--- config.mk ---
export PLATFORM = sky130hd
export DESIGN_NAME = key_vault_ctrl
export DESIGN_NICKNAME = d
export VERILOG_FILES = /design/src/rtl/kv_pkg.sv /design/src/rtl/kv_dec.sv /design/src/rtl/kv_key_bank.sv /design/src/rtl/kv_irq.sv /design/src/rtl/key_vault_ctrl.sv
export SDC_FILE = /design/constraint.sdc
export NUM_CORES = 1
export LEC_CHECK = 0
export BUFFER_PORTS_ARGS = -buffer_cell sky130_fd_sc_hd__buf_4
export CORE_UTILIZATION = 47
export CTS_CLUSTER_DIAMETER = 150
export DETAILED_ROUTE_END_ITERATION = 7
export GPL_TIMING_DRIVEN = 0
export PLACE_DENSITY = 0.76
export SLEW_MARGIN = 20
export SYNTH_ARGS = -nofsm -noshare
export SYNTH_HDL_FRONTEND = slang
export SYNTH_SLANG_ARGS = --single-unit
--- constraint.sdc ---
create_clock -name clk_i -period 3.19 [get_ports clk_i]
set_clock_uncertainty 0.05 [all_clocks]
set_input_delay 0.319 -clock clk_i [delete_from_list [all_inputs] [get_ports clk_i]]
set_output_delay 0.319 -clock clk_i [all_outputs]
set_load 0.02 [all_outputs]
--- src/rtl/kv_pkg.sv ---
package kv_pkg;
  localparam logic [31:0] UNLOCK_MAGIC = 32'h757B_DF0D;

  localparam int unsigned IDX_STATUS = 0;
  localparam int unsigned IDX_CTRL   = 1;
  localparam int unsigned IDX_UNLOCK = 2;
  localparam int unsigned IDX_CRC    = 3;
  localparam int unsigned IDX_KEY0   = 4;
  localparam int unsigned IDX_ERREN  = 13;
  localparam int unsigned IDX_ISR    = 14;
  localparam int unsigned IDX_IMR    = 15;
  localparam int unsigned IDX_IER    = 16;
  localparam int unsigned IDX_IDR    = 17;
  localparam int unsigned IDX_LOCK   = 19;

  localparam int unsigned ST_PGM  = 0;
  localparam int unsigned ST_WIPE = 4;
  localparam int unsigned ST_DONE = 8;
  localparam int unsigned ST_PASS = 9;

  typedef struct packed {
    logic ctrl;
    logic unlock;
    logic crc;
    logic aux;
    logic erren;
    logic isr;
    logic ier;
    logic idr;
    logic lock;
  } wsel_t;
endpackage

--- src/rtl/kv_dec.sv ---
module kv_dec
  import kv_pkg::*;
#(
  parameter int AW      = 7,
  parameter int NUM_KEY = 8
) (
  input  logic               we_i,
  input  logic [AW-1:0]      addr_i,
  output logic               aligned_o,
  output logic [AW-3:0]      idx_o,
  output wsel_t              wr_o,
  output logic [NUM_KEY-1:0] key_we_o
);
  localparam int unsigned AUX_IDX = IDX_KEY0 + NUM_KEY;

  int unsigned widx;
  logic        wen;

  assign aligned_o = (addr_i[1:0] == 2'b00);
  assign idx_o     = addr_i[AW-1:2];
  assign widx      = int'(idx_o);
  assign wen       = we_i && aligned_o;

  always_comb begin
    wr_o        = '0;
    wr_o.ctrl   = wen && (widx == IDX_CTRL);
    wr_o.unlock = wen && (widx == IDX_UNLOCK);
    wr_o.crc    = wen && (widx == IDX_CRC);
    wr_o.aux    = wen && (widx == AUX_IDX);
    wr_o.erren  = wen && (widx == IDX_ERREN);
    wr_o.isr    = wen && (widx == IDX_ISR);
    wr_o.ier    = wen && (widx == IDX_IER);
    wr_o.idr    = wen && (widx == IDX_IDR);
    wr_o.lock   = wen && (widx == IDX_LOCK);
  end

  for (genvar g = 0; g < NUM_KEY; g++) begin : g_kwe
    assign key_we_o[g] = wen && (widx == IDX_KEY0 + g);
  end
endmodule

--- src/rtl/kv_key_bank.sv ---
module kv_key_bank #(
  parameter int DW      = 32,
  parameter int NUM_KEY = 8
) (
  input  logic                  clk_i,
  input  logic                  rst_ni,
  input  logic                  pgm_i,
  input  logic                  lock_i,
  input  logic                  strap_i,
  input  logic                  zero_i,
  input  logic [NUM_KEY-1:0]    key_we_i,
  input  logic                  aux_we_i,
  input  logic [DW-1:0]         wdata_i,
  output logic [NUM_KEY*DW-1:0] key_o,
  output logic [DW-1:0]         aux_o,
  output logic                  wiped_o
);
  logic [DW-1:0] key_q [NUM_KEY];
  logic [DW-1:0] aux_q;
  logic          aux_ok, key_ok, nz_hit, wiped_q;

  assign aux_ok = aux_we_i && pgm_i && !lock_i;
  assign key_ok = (|key_we_i) && pgm_i;
  assign nz_hit = (wdata_i != '0) && (key_ok || (aux_ok && strap_i));

  // key storage is retained across both resets
  for (genvar g = 0; g < NUM_KEY; g++) begin : g_key
    always_ff @(posedge clk_i) begin
      if (zero_i)                      key_q[g] <= '0;
      else if (key_we_i[g] && pgm_i)   key_q[g] <= wdata_i;
    end
    assign key_o[g*DW +: DW] = key_q[g];

    AST_KEY_FROZEN: assert property (@(posedge clk_i) disable iff (!rst_ni)
      (!pgm_i && !zero_i) |=> $stable(key_q[g]));
    AST_KEY_ERASED: assert property (@(posedge clk_i) disable iff (!rst_ni)
      zero_i |=> (key_q[g] == '0));
  end

  always_ff @(posedge clk_i) begin
    if (zero_i && strap_i) aux_q <= '0;
    else if (aux_ok)       aux_q <= wdata_i;
  end
  assign aux_o = aux_q;

  always_ff @(posedge clk_i or negedge rst_ni) begin
    if (!rst_ni)     wiped_q <= 1'b0;
    else if (zero_i) wiped_q <= 1'b1;
    else if (nz_hit) wiped_q <= 1'b0;
  end
  assign wiped_o = wiped_q;

  AST_WIPE_FLAG: assert property (@(posedge clk_i) disable iff (!rst_ni)
    zero_i |=> wiped_q);
  AST_AUX_LOCKED: assert property (@(posedge clk_i) disable iff (!rst_ni)
    lock_i |=> $stable(aux_q));
endmodule

--- src/rtl/kv_irq.sv ---
module kv_irq #(
  parameter int NIRQ = 1
) (
  input  logic            clk_i,
  input  logic            rst_ni,
  input  logic [NIRQ-1:0] set_i,
  input  logic            isr_we_i,
  input  logic            ier_we_i,
  input  logic            idr_we_i,
  input  logic [NIRQ-1:0] wdata_i,
  output logic [NIRQ-1:0] isr_o,
  output logic [NIRQ-1:0] imr_o,
  output logic            irq_o
);
  logic [NIRQ-1:0] isr_q, imr_q, clr;

  assign clr = isr_we_i ? wdata_i : '0;

  always_ff @(posedge clk_i or negedge rst_ni) begin
    if (!rst_ni) begin
      isr_q <= '0;
      imr_q <= '0;
    end else begin
      isr_q <= (isr_q & ~clr) | set_i;  // new event beats clear
      if (ier_we_i)      imr_q <= imr_q & ~wdata_i;
      else if (idr_we_i) imr_q <= imr_q | wdata_i;
    end
  end

  assign isr_o = isr_q;
  assign imr_o = imr_q;
  assign irq_o = |(isr_q & ~imr_q);

  AST_IRQ_RAISE: assert property (@(posedge clk_i) disable iff (!rst_ni)
    ((|(set_i & ~imr_q)) && !idr_we_i) |=> irq_o);
  AST_IDR_MASKS: assert property (@(posedge clk_i) disable iff (!rst_ni)
    (idr_we_i && wdata_i[0]) |=> imr_q[0]);
endmodule

--- src/rtl/key_vault_ctrl.sv ---
module key_vault_ctrl
  import kv_pkg::*;
#(
  parameter int DW      = 32,
  parameter int AW      = 7,
  parameter int NUM_KEY = 8,
  parameter int NIRQ    = 1
) (
  input  logic                  clk_i,
  input  logic                  rst_ni,
  input  logic                  por_ni,
  input  logic                  wo_strap_i,
  input  logic                  we_i,
  input  logic                  re_i,
  input  logic [AW-1:0]         addr_i,
  input  logic [DW-1:0]         wdata_i,
  output logic [DW-1:0]         rdata_o,
  input  logic [DW-1:0]         crc_calc_i,
  input  logic                  bus_err_i,
  output logic [NUM_KEY*DW-1:0] key_o,
  output logic                  err_en_o,
  output logic                  irq_o
);
  localparam int unsigned AUX_IDX = IDX_KEY0 + NUM_KEY;

  logic               rst_all_n;
  logic               aligned;
  logic [AW-3:0]      idx;
  wsel_t              wr;
  logic [NUM_KEY-1:0] key_we;
  logic               pgm_q, lock_q, lock_eff, err_en_q;
  logic               done_q, pass_q, wiped, zero_req;
  logic [DW-1:0]      aux, status_w, rd_mux, rdata_q;
  logic [NIRQ-1:0]    isr, imr;

  assign rst_all_n = rst_ni & por_ni;

  kv_dec #(.AW(AW), .NUM_KEY(NUM_KEY)) u_dec (
    .we_i     (we_i),
    .addr_i   (addr_i),
    .aligned_o(aligned),
    .idx_o    (idx),
    .wr_o     (wr),
    .key_we_o (key_we)
  );

  assign zero_req = (wr.ctrl && wdata_i[0]) ||
                    (wr.unlock && (wdata_i == UNLOCK_MAGIC));
  assign lock_eff = lock_q && !wo_strap_i;

  // survives functional reset, cleared only at power-on
  always_ff @(posedge clk_i or negedge por_ni) begin
    if (!por_ni) begin
      pgm_q  <= 1'b0;
      lock_q <= 1'b0;
    end else begin
      if (wr.unlock && (wdata_i == UNLOCK_MAGIC)) pgm_q <= 1'b1;
      if (wo_strap_i)                   lock_q <= 1'b0;
      else if (wr.lock && wdata_i[0])   lock_q <= 1'b1;
    end
  end

  always_ff @(posedge clk_i or negedge rst_all_n) begin
    if (!rst_all_n) begin
      done_q   <= 1'b0;
      pass_q   <= 1'b0;
      err_en_q <= 1'b0;
    end else begin
      if (wr.crc && pgm_q) begin
        done_q <= 1'b1;
        pass_q <= (wdata_i == crc_calc_i);
      end
      if (wr.erren) err_en_q <= wdata_i[0];
    end
  end
  assign err_en_o = err_en_q;

  kv_key_bank #(.DW(DW), .NUM_KEY(NUM_KEY)) u_bank (
    .clk_i   (clk_i),
    .rst_ni  (rst_all_n),
    .pgm_i   (pgm_q),
    .lock_i  (lock_eff),
    .strap_i (wo_strap_i),
    .zero_i  (zero_req),
    .key_we_i(key_we),
    .aux_we_i(wr.aux),
    .wdata_i (wdata_i),
    .key_o   (key_o),
    .aux_o   (aux),
    .wiped_o (wiped)
  );

  kv_irq #(.NIRQ(NIRQ)) u_irq (
    .clk_i   (clk_i),
    .rst_ni  (rst_all_n),
    .set_i   ({{(NIRQ-1){1'b0}}, bus_err_i}),
    .isr_we_i(wr.isr),
    .ier_we_i(wr.ier),
    .idr_we_i(wr.idr),
    .wdata_i (wdata_i[NIRQ-1:0]),
    .isr_o   (isr),
    .imr_o   (imr),
    .irq_o   (irq_o)
  );

  always_comb begin
    status_w          = '0;
    status_w[ST_PGM]  = pgm_q;
    status_w[ST_WIPE] = wiped;
    status_w[ST_DONE] = done_q;
    status_w[ST_PASS] = pass_q;
  end

  always_comb begin
    rd_mux = '0;
    if (aligned) begin
      case (int'(idx))
        IDX_STATUS: rd_mux = status_w;
        AUX_IDX:    rd_mux = wo_strap_i ? '0 : aux;
        IDX_ERREN:  rd_mux[0] = err_en_q;
        IDX_ISR:    rd_mux[NIRQ-1:0] = isr;
        IDX_IMR:    rd_mux[NIRQ-1:0] = imr;
        IDX_LOCK:   rd_mux[0] = lock_eff;
        default:    rd_mux = '0;
      endcase
    end
  end

  always_ff @(posedge clk_i or negedge rst_all_n) begin
    if (!rst_all_n) rdata_q <= '0;
    else            rdata_q <= re_i ? rd_mux : '0;
  end
  assign rdata_o = rdata_q;

  AST_PGM_STICKY: assert property (@(posedge clk_i) disable iff (!por_ni)
    pgm_q |=> pgm_q);
  AST_LOCK_STICKY: assert property (@(posedge clk_i) disable iff (!por_ni)
    (lock_q && !wo_strap_i) |=> lock_q);
  AST_RDATA_IDLE: assert property (@(posedge clk_i) disable iff (!rst_all_n)
    !re_i |=> (rdata_o == '0));
  AST_CRC_QUIET: assert property (@(posedge clk_i) disable iff (!rst_all_n)
    !pgm_q |=> $stable({done_q, pass_q}));
endmodule

# Yosys cells after proc, flatten, opt, wreduce, memory -nomap -nowiden
# Memory sizes are Yosys's and may differ from the RTL's.
# Cells that the tools add are included.
# Widths: inputs -> output; s select.
# classes
reduce_logical,48
bitwise_logic,17
n_eq_ne,20
muxes,46
# ops
operator,count
$mux 32,11
$pmux 31 s2,1
$eq 5x4->1 const B,8
$logic_and 1x1->1,37
$mux 1,33
$eq 32x31->1 const B,1
$eq 32x32->1,1
$reduce_bool 32->1,1
$eq 5x3->1 const B,4
$eq 5x5->1 const B,3
$eq 5x2->1 const B,2
$or 1x1->1,10
$reduce_or 8->1,1
$pmux 1 s6,1
$reduce_bool 2->1,3
$eq 5x1->1 const B,1
$logic_not 5->1,1
$and 1x1->1,4
$not 1->1,3
$logic_not 1->1,2
$logic_not 2->1,1
$logic_or 1x1->1,2
# word_totals
output_inout_bits,290
word_cells,142
input_bits,78
register_bits,72
n_memories,1
ram_bits,256
# memory_table
name,words,width,read_ports,rd_clocked_by_memory_dff,wr,line_no,source
u_bank.key_q,8,32,8,0,8,kv_key_bank.sv:18,logic [DW-1:0] key_q [NUM_KEY];

# Logic depth before layout (Yosys ltp)
# Gate-level depths: netlist (run 1).
# logic_depth
word_depth,10
mapped_depth,8
mapped_depth_nobuf,5

# Cells and area by module
# A second synthesis (run 1) with hierarchy kept.
# unflattened
hier_cells,932
hier_area_um2,12962.4
# by_module_without_submodules
module,cells_each,seq_area_each_um2,instances,area_per_inst_um2
kv_key_bank,735,8353.0,1,10814.1
key_vault_ctrl,155,925.9,1,1809.2
kv_dec,35,0.0,1,261.5
kv_irq,7,50.0,1,77.6

# Least setup slack after synthesis (run 1)
# No wires, ideal clock.
# synth_path
path_type,input -> register
from,input port addr_i[6]
to,memory u_bank.key_q[0][0] (enable)
cell_stages,3
setup_ps,466
n_path_buf,0
slack_ps,-468
t_required_ps,2674
arrival_ps,3143
cell_sequence,nor4b_4 > nand3_1 > o21ai_0
# synth_rtl
element,line_no,source
from (decl),key_vault_ctrl.sv:15,"input logic [AW-1:0] addr_i,"
to (decl),kv_key_bank.sv:18,

==> results of run 1 <==
==> worst max-delay path, stage by stage <==
cell and delay, ns:
sky130_fd_sc_hd__buf_4 0.14, sky130_fd_sc_hd__nor4b_4 0.39, sky130_fd_sc_hd__nand2_1 0.22, sky130_fd_sc_hd__nor3_2 0.73
sky130_fd_sc_hd__clkbuf_1 0.43, sky130_fd_sc_hd__inv_1 0.11, sky130_fd_sc_hd__nand2_2 0.35, sky130_fd_sc_hd__buf_16 0.23
==> per-stage QoR <==
step | power, mW | setup TNS (ns) | util [%]
after floorplan | 4.86 | -1.67 | -
after global placement | 5.07 | -201.14 | 59.6
after detailed placement | 5.09 | -10.10 | 60.3
after CTS | 8.82 | 0 | 64.3
after global routing | 9.00 | 0 | 64.3
final | 8.79 | 0 | 64.3
==> area by class of cell <==
| class | count | area [µm²] | share of cell area (%) |
|---|---|---|---|
| multi-input combinational | 486 | 3200 | 18.5 |
| clock buffer | 43 | 926 | 5.37 |
| tap | 341 | 427 | 2.47 |
| sequential | 328 | 9330 | 54.1 |
| clock inverter | 14 | 116 | 0.675 |
| timing repair buffer | 374 | 2920 | 16.9 |
| inverter | 6 | 22.5 | 0.131 |
| buffer | 75 | 308 | 1.78 |
==> power by group through the flow <==
stage | combinational [mW] | sequential (mW) | clock, mW
after floorplan | 0.151 | 4.71 | 0
after global placement | 0.367 | 4.71 | 0
after detailed placement | 0.383 | 4.71 | 0
after CTS | 0.386 | 4.62 | 3.81
after global routing | 0.413 | 4.62 | 3.96
final | 0.388 | 4.62 | 3.78
==> cell families after synthesis <==
| family | count (synthesis) |
|---|---|
| xor+xnor | 32 |
| compound gates | 15 |
| buf+inv | 81 |
| mux | 36 |
| flops | 328 |
| simple gates | 403 |
==> cells in the mapped netlist (all sizes together) <==
library cell	number	area (µm²)
a221oi	1	8.76
nor2	45	171
mux2i	32	320
nor3b	1	7.51
dfrtp	40	1000
buf	6	48.8
nand3b	1	7.51
and3	65	407
a211oi	1	20.0
nand4	8	50.1
dfxtp	32	641
a22oi	4	30.0
or3	1	6.26
xor2	32	280
nor4	14	87.6
and2	221	1380
nand2b	5	31.3
a21o	1	8.76
nor3	11	55.1
o21a	1	7.51
edfxtp	256	7690
a21oi	1	5.00
or4	2	18.8
o21ai	3	15.0
clkbuf	69	259
inv	6	22.5
nand2	20	75.1
o22ai	1	6.26
nor4b	2	32.5
mux2	4	45.0
o41ai	2	17.5
nor2b	4	25.0
nand3	3	15.0
==> how the worst max path moves through the flow <==
stage / startpoint / endpoint / slack (ns) / cells past startpoint
after global routing: addr_i[6] / u_bank.key_q[0][45]$_SDFFCE_PN0P_ / 0.26 / 7
final: addr_i[6] / u_bank.key_q[0][78]$_SDFFCE_PN0P_ / 0.41 / 8
after CTS: addr_i[6] / u_bank.key_q[0][44]$_SDFFCE_PN0P_ / 0.22 / 7
after floorplan: wdata_i[26] / u_bank.key_q[0][0]$_SDFFCE_PN0P_ / -0.03 / 5
after global placement: addr_i[6] / u_bank.key_q[1][36]$_SDFFCE_PN0P_ / -1.12 / 7
after detailed placement: addr_i[6] / u_bank.key_q[0][44]$_SDFFCE_PN0P_ / -0.30 / 7
==> state kept, by name, summed over array words and instances, names as in the netlist, named ones only <==
signal and flops:
done_q 1, rdata_o 32, u_bank.aux_o 32, pgm_q 1
err_en_o 1, u_bank.key_q 256, u_bank.wiped_o 1, lock_q 1
pass_q 1, u_irq.isr_o 1
==> layer usage <==
| layer | vias up | part of all wire [%] |
|---|---|---|
| li1 | 3930 | - |
| met1 | 4364 | 36 |
| met2 | 479 | 51 |
| met3 | 89 | 8.6 |
| met4 | 0 | 3.6 |
| met5 | - | 0 |
==> timing repair <==
action | in CTS | in global routing
endpoints found under the setup margin | 0 | 23
endpoints found under the hold margin | 17 | 0
gates resized for setup | 0 | 1
hold buffers | 3 | 0
==> flow_results.org, run 1 <==
** Final layout
- The count of cells in the finished layout, fillers not included, comes to 1667.
- Proportion of layout cells with a drive suffix above 1 :: 33.4%
- Design area :: 17200 µm²
- Counting the fill cells in the layout gives 1995.
- Antenna Cells :: 0
- The top cell types in the final layout, fill and taps aside, are sky130_fd_sc_hd__buf_4, sky130_fd_sc_hd__edfxtp_1, sky130_fd_sc_hd__and2_1.
- The area growth from synthesis to layout is 34.8%.
- In the final design database the tool counted 1383 nets.
- Leading cell type in the layout, fill and taps excluded :: sky130_fd_sc_hd__buf_4

** Route
- Pre-antenna DRT Iters :: 5
- In the routed design, unresolved DRC markers number 0.
- Dividing the detail-routed via count by the number of cells gives 5.32.
- Number of nets with antenna violations after detailed routing :: 0
- First-iteration detailed-routing DRC count :: 680
- After detailed routing, the total wire length is 38900 µm.
- Dividing the detail-routed wire length by the instance count gives 23.3 µm.
- Summing over every cut layer, the via total after detailed routing is 8862.

** Power and ir drop
- Leakage dissipation :: 7.58 nW
- Switch Pwr :: 1.84 mW
- The share of total power dissipated in the clock network is 43.0%.
- Logic gate share of total power :: 4.4%
- Cell-internal power :: 6.95 mW
- In this run, flip-flops and latches consume 52.6% of the power.
- Across the VDD grid, the largest voltage drop is 0.279 mV.
- Of the total power, the share spent switching nets is 21.0%.
- Pwr per Cell Area :: 510 nW/µm²

** Placed design
- Pre-CTS setup slack :: -0.298 ns
- Summing all placed instances gives a cell area of 16200 µm².
- Placer congestion estimate :: 0.888
- In this run the tool buffered the top-level ports with 365 buffer cells.
- Post-Place Cells :: 1607
- Detailed Place HPWL :: 28000 µm

** Critical path
- Counting cells, the worst reg-to-reg path comes to 6.
- STA classifies the critical path startpoint as an input port.
- The worst register-to-register path begins at pgm_q$_DFFE_PN0P_.
- End of the worst register-to-register path :: u_bank.key_q[0][78]$_SDFFCE_PN0P_
- For the worst setup path, the data arrival time is 2.94 ns.
- The critical path is of the in2reg type.
- For flop-to-flop paths, the worst setup slack is 0.47 ns.
- Data on the critical path is required at its endpoint by 3.35 ns.
- In this run the worst path has a maximum fanout of 21.
- The worst setup path is captured at a register.

** Clock network
- The H-tree was split into 2 levels.
- Counting every sink on the clock net gives 328.
- Clock Latency Late Sink :: 0.50 ns
- Largest buffer count on any clock path :: 3
- Clock-pin slew was measured on the worst setup and hold paths at 0.06 ns.
- TritonCTS created 34 clock buffers.
- TritonCTS built the clock tree.
- Post-CTS repair timing setup buffer count :: 0
- Clk Tree Root Cell :: sky130_fd_sc_hd__clkbuf_16

** Floorplan
- Row cnt :: 60
- Io pins :: 368
- Standard cell core area :: 26800 µm²
- Y dimension of the die :: 167 µm
- Die width :: 167 µm
- The initial utilization of the core area, before any placement, comes to 47.7%.
- The die covers 27900 µm².

** Global routing
- In this run the most used layer during global routing was met2.
- For this run, global-route usage on met2 was measured as 48.5%.
- The initial antenna violation count came to 2.
- The number of global-route vias before repair was 8997.
- GRT met1 Usage :: 32.3%
- Largest net degree at the start of global routing :: 33
- Global routing used 27.6% of the available tracks across all layers.
- First-pass GRT wire length :: 55500 µm
- Global routing usage on met3 :: 6.94%
- GRT Residual Overflow :: 0

** Synthesis
- Post-Syn Instances :: 895
- In the synthesized netlist, mux cells make up 2.86% of the area.
- Post-Syn Area per Cell :: 14.3 µm²
- Counting every net in the synthesized netlist gives 973.
- Post-synthesis adder-cell area fraction :: 0%
- Main combinational cell family by area after synthesis :: simple AND/OR/NAND/NOR gates
- Netlist Area Pre-Place :: 12800 µm²
- The synthesized netlist devotes 2.19% of its cell area to XOR and XNOR gates.
- Number of distinct library cell variants in the gate-level netlist after synthesis :: 38
- Share of the synthesized area in compound gates (AO/OA/AOI/OAI) :: 0.929%
- During synthesis, Yosys emitted a total of 0 warnings.
- Number of synthesized register bits :: 328
- Of the total synthesized cell area, the portion taken by AND, OR, NAND and NOR gates is 18.5%.
- Sequential-to-total area share from yosys stat :: 72.9%

** Timing
- Min setup slack post-route :: 0.405 ns
- The tightest hold path in the finished design has a slack of 0.100 ns.
- Achievable clock frequency :: 359 MHz
- Worst-Margin Slew :: 1.01 ns
- Setup violations remaining at the end of the flow were counted as 0.
- The final critical path takes up 87.3% of the cycle.
- Final number of hold-violating endpoints :: 0
- Max-slew violation count :: 0
- Final critical path time including I/O delays and setup :: 2.78 ns
- Measured against its own limit, the worst slew margin works out to 33.0%.
- Setup repair after global routing left no endpoint under its margin.

** Min path
- The path class of the tightest hold or removal check is in2async.

** Run status
- The run finished with clean final reports.

** Job
- MaxCap Viol Count :: 0
Power figures use the tool's default switching activity.
==> inputs of run 2 (changes only) <==
CORE_UTILIZATION = 50   (was 47)
PLACE_DENSITY = 0.77   (was 0.76)
clock period = 2.6 ns   (was 3.19 ns; I/O delays follow)
==> flow_results.org, run 2 (synthesized netlist as in run 1, its figures left out) <==
** Critical path
- The largest stage delay on the critical path is 0.66 ns (was 0.73 ns).
- WP data required :: 2.68 ns (was 3.35 ns)
- The kind of end point of the critical path was a register (unchanged).
- Capture point of the critical path :: u_bank.key_q[1][107]$_SDFFCE_PN0P_ (was u_bank.key_q[0][78]$_SDFFCE_PN0P_)
- The number of cells traversed by the worst register-to-register path was 6 (unchanged).
- Crit Path Category :: in2reg (unchanged)
- Arrival time of the worst setup path :: 2.76 ns (was 2.94 ns)
- Crit. Startpoint :: wdata_i[1] (was addr_i[6])
- The cell with the largest stage delay on the worst path was sky130_fd_sc_hd__nand2_2 (was sky130_fd_sc_hd__nor3_2).
- Flop-to-flop setup slack :: 0.13 ns (was 0.47 ns)
- Crit start category :: input port (unchanged)
- CP Cell Sequence :: buf_4 -> nor4_1 -> nand3_1 -> or4_4 -> a21o_2 -> nand2_2 (was buf_4 -> nor4b_4 -> nand2_1 -> nor3_2 -> clkbuf_1 -> inv_1 -> nand2_2 -> buf_16)
- Reg-to-Reg Start :: pgm_q$_DFFE_PN0P_ (unchanged)
- Worst-path maximum fanout :: 32 (was 21)
- The reg-to-reg critical path endpoint is u_bank.key_q[0][65]$_SDFFCE_PN0P_ (was u_bank.key_q[0][78]$_SDFFCE_PN0P_).

** Timing
- Achievable clock frequency :: 373 MHz
- Min setup slack post-route :: -0.0813 ns (was 0.405 ns)
- Final critical path time including I/O delays and setup :: 2.68 ns
- Period utilization :: 103%
- Worst-Margin Slew :: 0.960 ns (was 1.01 ns)
- The count of pins over their slew limit is 0 (unchanged).
- Setup repair after global routing missed its margin :: yes (was no)
- The count of endpoints failing hold in the final timing report was 0 (unchanged).
- The worst relative slew slack was 36.0% (was 33.0%).
- The count of final setup violators is 96 (was 0).

** Clock network
- H-tree level count :: 2 (unchanged)
- Clock Latency Late Sink :: 0.50 ns (about the same)
- Clock tree from TritonCTS :: done (unchanged)
- The maximum count of clock buffers along a single path was 3 (unchanged).
- Clock Pin Slew Worst Setup and Hold Paths :: 0.06 ns (about the same)
- Clk Tree Root Cell :: sky130_fd_sc_hd__clkbuf_16 (unchanged)
- The clock net sink count is 328 (unchanged).
- The TritonCTS buffer count is 34 (unchanged).

** Global routing
- The first-pass GRT wire length was 54500 µm (was 55500 µm).
- The number of global-route vias before repair was 8709 (was 8997).
- Largest net degree at the start of global routing :: 33 (unchanged)
- GRT Residual Overflow :: 0 (unchanged)
- Antenna violations before repair :: 2 (unchanged)
- All-layer global routing usage :: 29.2% (was 27.6%)

** Run status
- The checks that failed: setup timing.
- Result of the run: finished, violations left (was completed).

** Floorplan
- Y dimension of the die :: 162 µm (was 167 µm)
- Io pins :: 368 (unchanged)
- Row cnt :: 58 (was 60)
- Standard cell core area :: 25100 µm² (was 26800 µm²)
- The effective utilization at floorplan came to 51.0% (was 47.7%).
- Die ar. :: 26200 µm² (was 27900 µm²)
- The die width was 162 µm (was 167 µm).

** Placed design
- I/O Buffers :: 365 (unchanged)
- Post-Place Cells :: 1595 (was 1607)
- Detailed Place HPWL :: 27400 µm (was 28000 µm)
- Pre-CTS setup slack :: -0.863 ns (was -0.298 ns)
- The final RePlAce weighted congestion was 0.885 (was 0.888).

** Route
- The vias per cell is 5.30 (was 5.32).
- Number of nets with antenna violations after detailed routing :: 0 (unchanged)
- Routed metal-1 wirelength :: 14200 µm (about the same)
- The detailed-routed wire length on met2 is 19800 µm (was 20000 µm).
- The vias after detailed routing came to 8801 (was 8862).
- Met3 wire length :: 2900 µm (was 3340 µm)
- The uppermost metal layer occupied by signal nets was met5 (was met4).
- Remaining DRCs :: 0 (unchanged)
- Final wirelength :: 38500 µm (was 38900 µm)
- Detail-routed net length per standard cell :: 23.2 µm (was 23.3 µm)
- The number of iterations in the first detailed-routing pass came to 5 (unchanged).
- First-iteration detailed-routing DRC count :: 735 (was 680)

** Final layout
- Commonest cells after routing, fill and taps aside: sky130_fd_sc_hd__buf_4, sky130_fd_sc_hd__edfxtp_1, sky130_fd_sc_hd__and2_1 (unchanged).
- Leading cell type in the layout, fill and taps excluded :: sky130_fd_sc_hd__buf_4 (unchanged)
- Number of nets in the layout :: 1385 (was 1383)
- Filler-free cell count of the finished design :: 1661 (was 1667)
- Proportion of layout cells with a drive suffix above 1 :: 33.5% (was 33.4%)
- The area overhead of the layout relative to synthesis was 34.8% (about the same).
- The number of flip-flops under the largest register name came to 256 (unchanged).
- The register containing the most flip-flops in the final layout is u_bank.key_q (unchanged).

** Power and ir drop
- Switch Pwr :: 2.27 mW (was 1.84 mW)
- Logic gate share of total power :: 4.5% (was 4.4%)
- The switching fraction of total power came to 21.1% (was 21.0%).
- The internal cell power came to 8.52 mW (was 6.95 mW).
- The total leakage power was 7.58 nW (about the same).
- The clock share of power came to 43.0% (about the same).
- Pwr per Cell Area :: 625 nW/µm² (was 510 nW/µm²)
- The share of power burned in registers came to 52.6% (about the same).
- Maximum resistive drop on vdd :: 0.450 mV (was 0.279 mV)

** Min path
- Hold Crit Class :: in2async (unchanged)

** Job
- MaxCap Viol Count :: 0 (unchanged)
==> run 2: changes by cell type in the layout (fill, tap and decap cells not counted), sizes merged <==
cell and delta:
clkbuf +1, clkinvlp +1, buf +2, diode +1, clkinv +2, bufinv -1, inv -1
==> run 2: how the worst min path moves through the flow <==
| stage | endpoint | slack (ns) | startpoint |
|---|---|---|---|
| after floorplan | lock_q$_DFFE_PN0P_ | -0.09 | por_ni |
| after global placement | lock_q$_DFFE_PN0P_ | 0.007 | por_ni |
| after detailed placement | lock_q$_DFFE_PN0P_ | 0.008 | por_ni |
| after CTS | lock_q$_DFFE_PN0P_ | 0.008 | wo_strap_i |
| after global routing | lock_q$_DFFE_PN0P_ | 0.02 | wo_strap_i |
| final | lock_q$_DFFE_PN0P_ | 0.03 | por_ni |
==> run 2: critical path: cells and delay by family <==
family	cells	cell delay [ns]
AOI/OAI and AO/OA	1	0.38
buffers and inverters	1	0.11
and+or+nand+nor	4	1.99
==> run 2: repair_timing <==
item / in CTS / in global routing
pin swaps: 0 / 1
resized for setup: 4 / 1
endpoints found under the hold margin: 15 / 0
hold buffers: 3 / 0
setup buffers: 0 / 3
endpoints found under the setup margin: 118 / 174
==> run 2: layout make-up <==
cell class / instances / area, µm²
clock buffer: 44 / 962
multi-input combinational: 486 / 3210
tap: 330 / 413
sequential: 328 / 9330
antenna: 1 / 2.50
fill: 1778 / 7860
buffer: 75 / 308
clock inverter: 15 / 93.8
inverter: 6 / 22.5
timing repair buffer: 376 / 2910
==> run 2: power groups by stage <==
stage	Clock [mW]	Sequential (mW)	Combinational, mW
2_1_floorplan	0	5.78	0.186
5_1_grt	4.85	5.67	0.510
6_report	4.64	5.67	0.480
3_5_place_dp	0	5.78	0.468
3_3_place_gp	0	5.78	0.449
4_1_cts	4.65	5.67	0.475
==> run 2: metrics by stage <==
stage | area (µm²) | TNS, ns | total power, mW | hold WS, ns | util, %
global route | 17200 | -6.61 | 11.0 | 0.0210 | 68.7
detailed placement | 16100 | -130.29 | 6.25 | 0.00823 | 64.2
floorplan | 12800 | -76.65 | 5.96 | -0.0856 | -
global placement | 15900 | -334.89 | 6.22 | 0.00658 | 63.5
CTS | 17200 | -3.76 | 10.8 | 0.00817 | 68.6
finish | 17300 | -5.57 | 10.8 | 0.0271 | 68.7
==> run 2: layer usage <==
metal / GRT usage, % / up-vias
li1: - / 3926
met1: 35.1 / 4283
met2: 50.8 / 487
met3: 5.82 / 103
met4: 13.0 / 2
met5: 0 / -
==> inputs of run 3 (changes only) <==
CTS_BUF_LIST = sky130_fd_sc_hd__clkbuf_4   (was not set)
==> flow_results.org, run 3 (synthesized netlist as in run 1, its figures left out) <==
** Run status
- Result of the run: completed (was finished, violations left).

** Timing
- The post-layout minimum cycle time is 2.59 ns (was 2.68 ns).
- Final number of hold-violating endpoints :: 0 (unchanged)
- The final period utilization is 99.8% (was 103%).
- Sum of negative setup slack :: 0 ns (was -5.57 ns)
- Final setup violation count :: 0 (was 96)
- The worst relative slew slack is 34.8% (was 36.0%).
- Setup repair after global routing missed its margin: yes (unchanged).
- The transition time at the pin with the least slew margin came to 0.978 ns (was 0.960 ns).
- The top achievable clock speed is 386 MHz (was 373 MHz).
- The count of pins over their slew limit is 0 (unchanged).

** Critical path
- Capture point of the critical path :: u_bank.key_q[0][67]$_SDFFCE_PN0P_ (was u_bank.key_q[1][107]$_SDFFCE_PN0P_)
- The kind of end point of the critical path is a register (unchanged).
- The endpoint required time on the critical path was 2.93 ns (was 2.68 ns).
- The critical path buffer and inverter count was 5 (was 1).
- The number of cells traversed by the worst register-to-register path came to 6 (unchanged).
- Arrival time of the worst setup path :: 2.93 ns (was 2.76 ns)
- The worst setup slack for register-to-register paths came to 0.10 ns (was 0.13 ns).
- The start-to-end type of the worst setup path is in2reg (unchanged).
- The largest stage delay on the critical path came to 0.60 ns (was 0.66 ns).
- Path length in cells of the critical path :: 8 (was 6)
- The largest delay contributor family on the critical path was buffers and inverters (was simple AND/OR/NAND/NOR gates).
- The critical path launch point is addr_i[5] (was wdata_i[1]).
- Crit start category :: input port (unchanged)
- CP Cell Sequence :: dlygate4sd3_1 -> buf_4 -> nand2b_1 -> nor3_2 -> clkbuf_1 -> inv_1 -> nand2_2 -> buf_12 (was buf_4 -> nor4_1 -> nand3_1 -> or4_4 -> a21o_2 -> nand2_2)
- End of the worst register-to-register path :: u_bank.key_q[0][67]$_SDFFCE_PN0P_ (was u_bank.key_q[0][65]$_SDFFCE_PN0P_)
- Reg-to-Reg Start :: pgm_q$_DFFE_PN0P_ (unchanged)
- The highest fanout seen on the critical path is 23 (was 32).
- Critical-path top delay cell :: sky130_fd_sc_hd__nor3_2 (was sky130_fd_sc_hd__nand2_2)

** Placed design
- The number of placed instances, taps included was 1595 (unchanged).
- The final RePlAce weighted congestion is 0.885 (unchanged).
- I/O Buffers :: 365 (unchanged)
- Detailed Place HPWL :: 27400 µm (unchanged)
- The cell area after placement is 16100 µm² (unchanged).

** Clock network
- Clk Tree Root Cell :: sky130_fd_sc_hd__clkbuf_4 (was sky130_fd_sc_hd__clkbuf_16)
- Clock Latency Late Sink :: 0.68 ns (was 0.50 ns)
- The clock-pin slew reported for the worst setup and hold paths after clock tree synthesis was 0.07 ns (was 0.06 ns).
- Clock tree from TritonCTS :: done (unchanged)
- The clock net sink count is 328 (unchanged).
- H-tree level count :: 3 (was 2)
- The TritonCTS buffer count is 80 (was 34).
- Post-CTS repair timing setup buffer count :: 0 (unchanged)
- The maximum count of clock buffers along a single path is 3 (unchanged).

** Global routing
- Global-route track usage on met2 :: 51.5% (was 50.8%)
- Vias in the first global route :: 9186 (was 8709)
- The met3 layer usage reported by global route was 6.87% (was 5.82%).
- The overall routing resource usage was 29.6% (was 29.2%).
- The initial antenna violation count came to 3 (was 2).
- The met1 usage was 34.3% (was 35.1%).
- Largest net degree at the start of global routing :: 33 (unchanged)
- The busiest layer in global routing was met2 (unchanged).
- GRT Residual Overflow :: 0 (unchanged)
- First-pass GRT wire length :: 55200 µm (was 54500 µm)

** Route
- First-iteration detailed-routing DRC count :: 821 (was 735)
- The number of iterations in the first detailed-routing pass is 5 (unchanged).
- DR vias :: 9163 (was 8801)
- The DRC violation count after routing is 0 (unchanged).
- The antenna violation net count after detailed routing came to 0 (unchanged).
- Vias per cell :: 5.23 (was 5.30)
- The final wirelength came to 39100 µm (was 38500 µm).
- The routed wirelength normalized by instance count came to 22.3 µm (was 23.2 µm).

** Power and ir drop
- Logic gate share of total power :: 4.6% (was 4.5%)
- Maximum resistive drop on vdd :: 0.354 mV (was 0.450 mV)
- The internal cell power came to 8.36 mW (was 8.52 mW).
- The share of power burned in registers was 53.0% (was 52.6%).
- Leakage dissipation :: 7.74 nW (was 7.58 nW)
- The switching power of the nets is 2.32 mW (was 2.27 mW).
- Power after layout :: 10.7 mW (was 10.8 mW)
- Pwr per Cell Area :: 615 nW/µm² (was 625 nW/µm²)
- The switching fraction of total power came to 21.7% (was 21.1%).
- The clock share of power came to 42.4% (was 43.0%).

** Floorplan
- Standard cell core area :: 25100 µm² (unchanged)
- The die boundary height came to 162 µm (unchanged).
- The I/O pin count came to 368 (unchanged).
- The effective utilization at floorplan was 51.0% (unchanged).
- The row count is 58 (unchanged).
- The die width was 162 µm (unchanged).
- Die ar. :: 26200 µm² (unchanged)

** Final layout
- Filler-free cell count of the finished design :: 1753 (was 1661)
- The net count reported at finish came to 1440 (was 1385).
- The multi-input gate area in the final layout was 3200 µm² (was 3210 µm²).
- FF/Latch Area :: 9330 µm² (unchanged)
- The final standard cell utilization of the core is 69.2% (was 68.7%).
- Layout overhead on the synthesized area :: 35.8% (was 34.8%)
- The number of fill cells in the layout came to 1830 (was 1778).
- The number of flip-flops under the largest register name came to 256 (unchanged).
- Design area :: 17400 µm² (was 17300 µm²)
- Commonest cells after routing, fill and taps aside: sky130_fd_sc_hd__buf_4, sky130_fd_sc_hd__edfxtp_1, sky130_fd_sc_hd__and2_1 (unchanged).
- Top reg by flops :: u_bank.key_q (unchanged)
- The layout cell share with drive strength beyond 1 was 37.4% (was 33.5%).
- The leading cell type in the layout, fill and taps excluded is sky130_fd_sc_hd__buf_4 (unchanged).

** Min path
- Hold Crit Class :: in2reg (was in2async)

** Job
- The max-capacitance violation count came to 0 (unchanged).
run 3: cell count changes in the layout (fill, tap and decap cells not counted), sizes merged, moves of 2 or more:
cell,delta
buf,-3
bufinv,+2
clkbuf,+86
clkinv,-8
diode,+3
dlygate4sd3,+12
run 3: what timing repair did:
item,in CTS,in global routing
gates cloned,0,0
resized for setup,2,0
endpoints found under the hold margin,51,0
setup endpoints to repair,64,89
hold buffers,15,0
run 3: worst min path at each step:
stage | slack, ns | cells after the start | startpoint | to
floorplan | -0.09 | 0 | por_ni | lock_q$_DFFE_PN0P_
global placement | 0.007 | 1 | por_ni | lock_q$_DFFE_PN0P_
detailed placement | 0.008 | 1 | por_ni | lock_q$_DFFE_PN0P_
CTS | 0.01 | 4 | we_i | register
global route | 0.04 | 4 | we_i | register
finish | 0.08 | 3 | addr_i[6] | register
run 3: per-stage QoR:
step	hold WS, ns	worst slack, ns
after floorplan	-0.0856	-0.557
after global placement	0.00658	-1.63
after detailed placement	0.00823	-0.863
after CTS	0.0111	0.0668
after global routing	0.0425	-0.0641
final	0.0763	0.00606
run 3: final cells by class:
| class | count | area share [%] |
|---|---|---|
| buffer | 75 | 1.77 |
| tap | 330 | 2.38 |
| clock buffer | 130 | 5.62 |
| multi-input combinational | 486 | 18.4 |
| timing repair buffer | 385 | 17.3 |
| clock inverter | 9 | 0.677 |
| inverter | 6 | 0.130 |
| antenna | 4 | 0.0576 |
| sequential | 328 | 53.7 |
run 3: worst register-to-register path, stage by stage (launching register included):
cell and delay [ns]:
sky130_fd_sc_hd__dfrtp_1 0.36, sky130_fd_sc_hd__nand2_1 0.15, sky130_fd_sc_hd__nor3_2 0.62, sky130_fd_sc_hd__clkbuf_1 0.38, sky130_fd_sc_hd__inv_1 0.11, sky130_fd_sc_hd__nand2_2 0.30
sky130_fd_sc_hd__buf_12 0.24
run 3: power by group through the flow:
stage	registers (mW)	logic (mW)	clock network, mW
6_report	5.67	0.489	4.53
5_1_grt	5.67	0.517	4.83
4_1_cts	5.67	0.482	4.58
3_5_place_dp	5.78	0.468	0
3_3_place_gp	5.78	0.449	0
2_1_floorplan	5.78	0.186	0
run 3: routing by layer:
metal / share of wire [%] / wire [µm] / vias to the layer above
li1: - / - / 4093
met5: 0.033 / 13 / -
met4: 3.7 / 1440 / 2
met1: 36 / 14000 / 4442
met3: 8.6 / 3380 / 96
met2: 52 / 20300 / 530
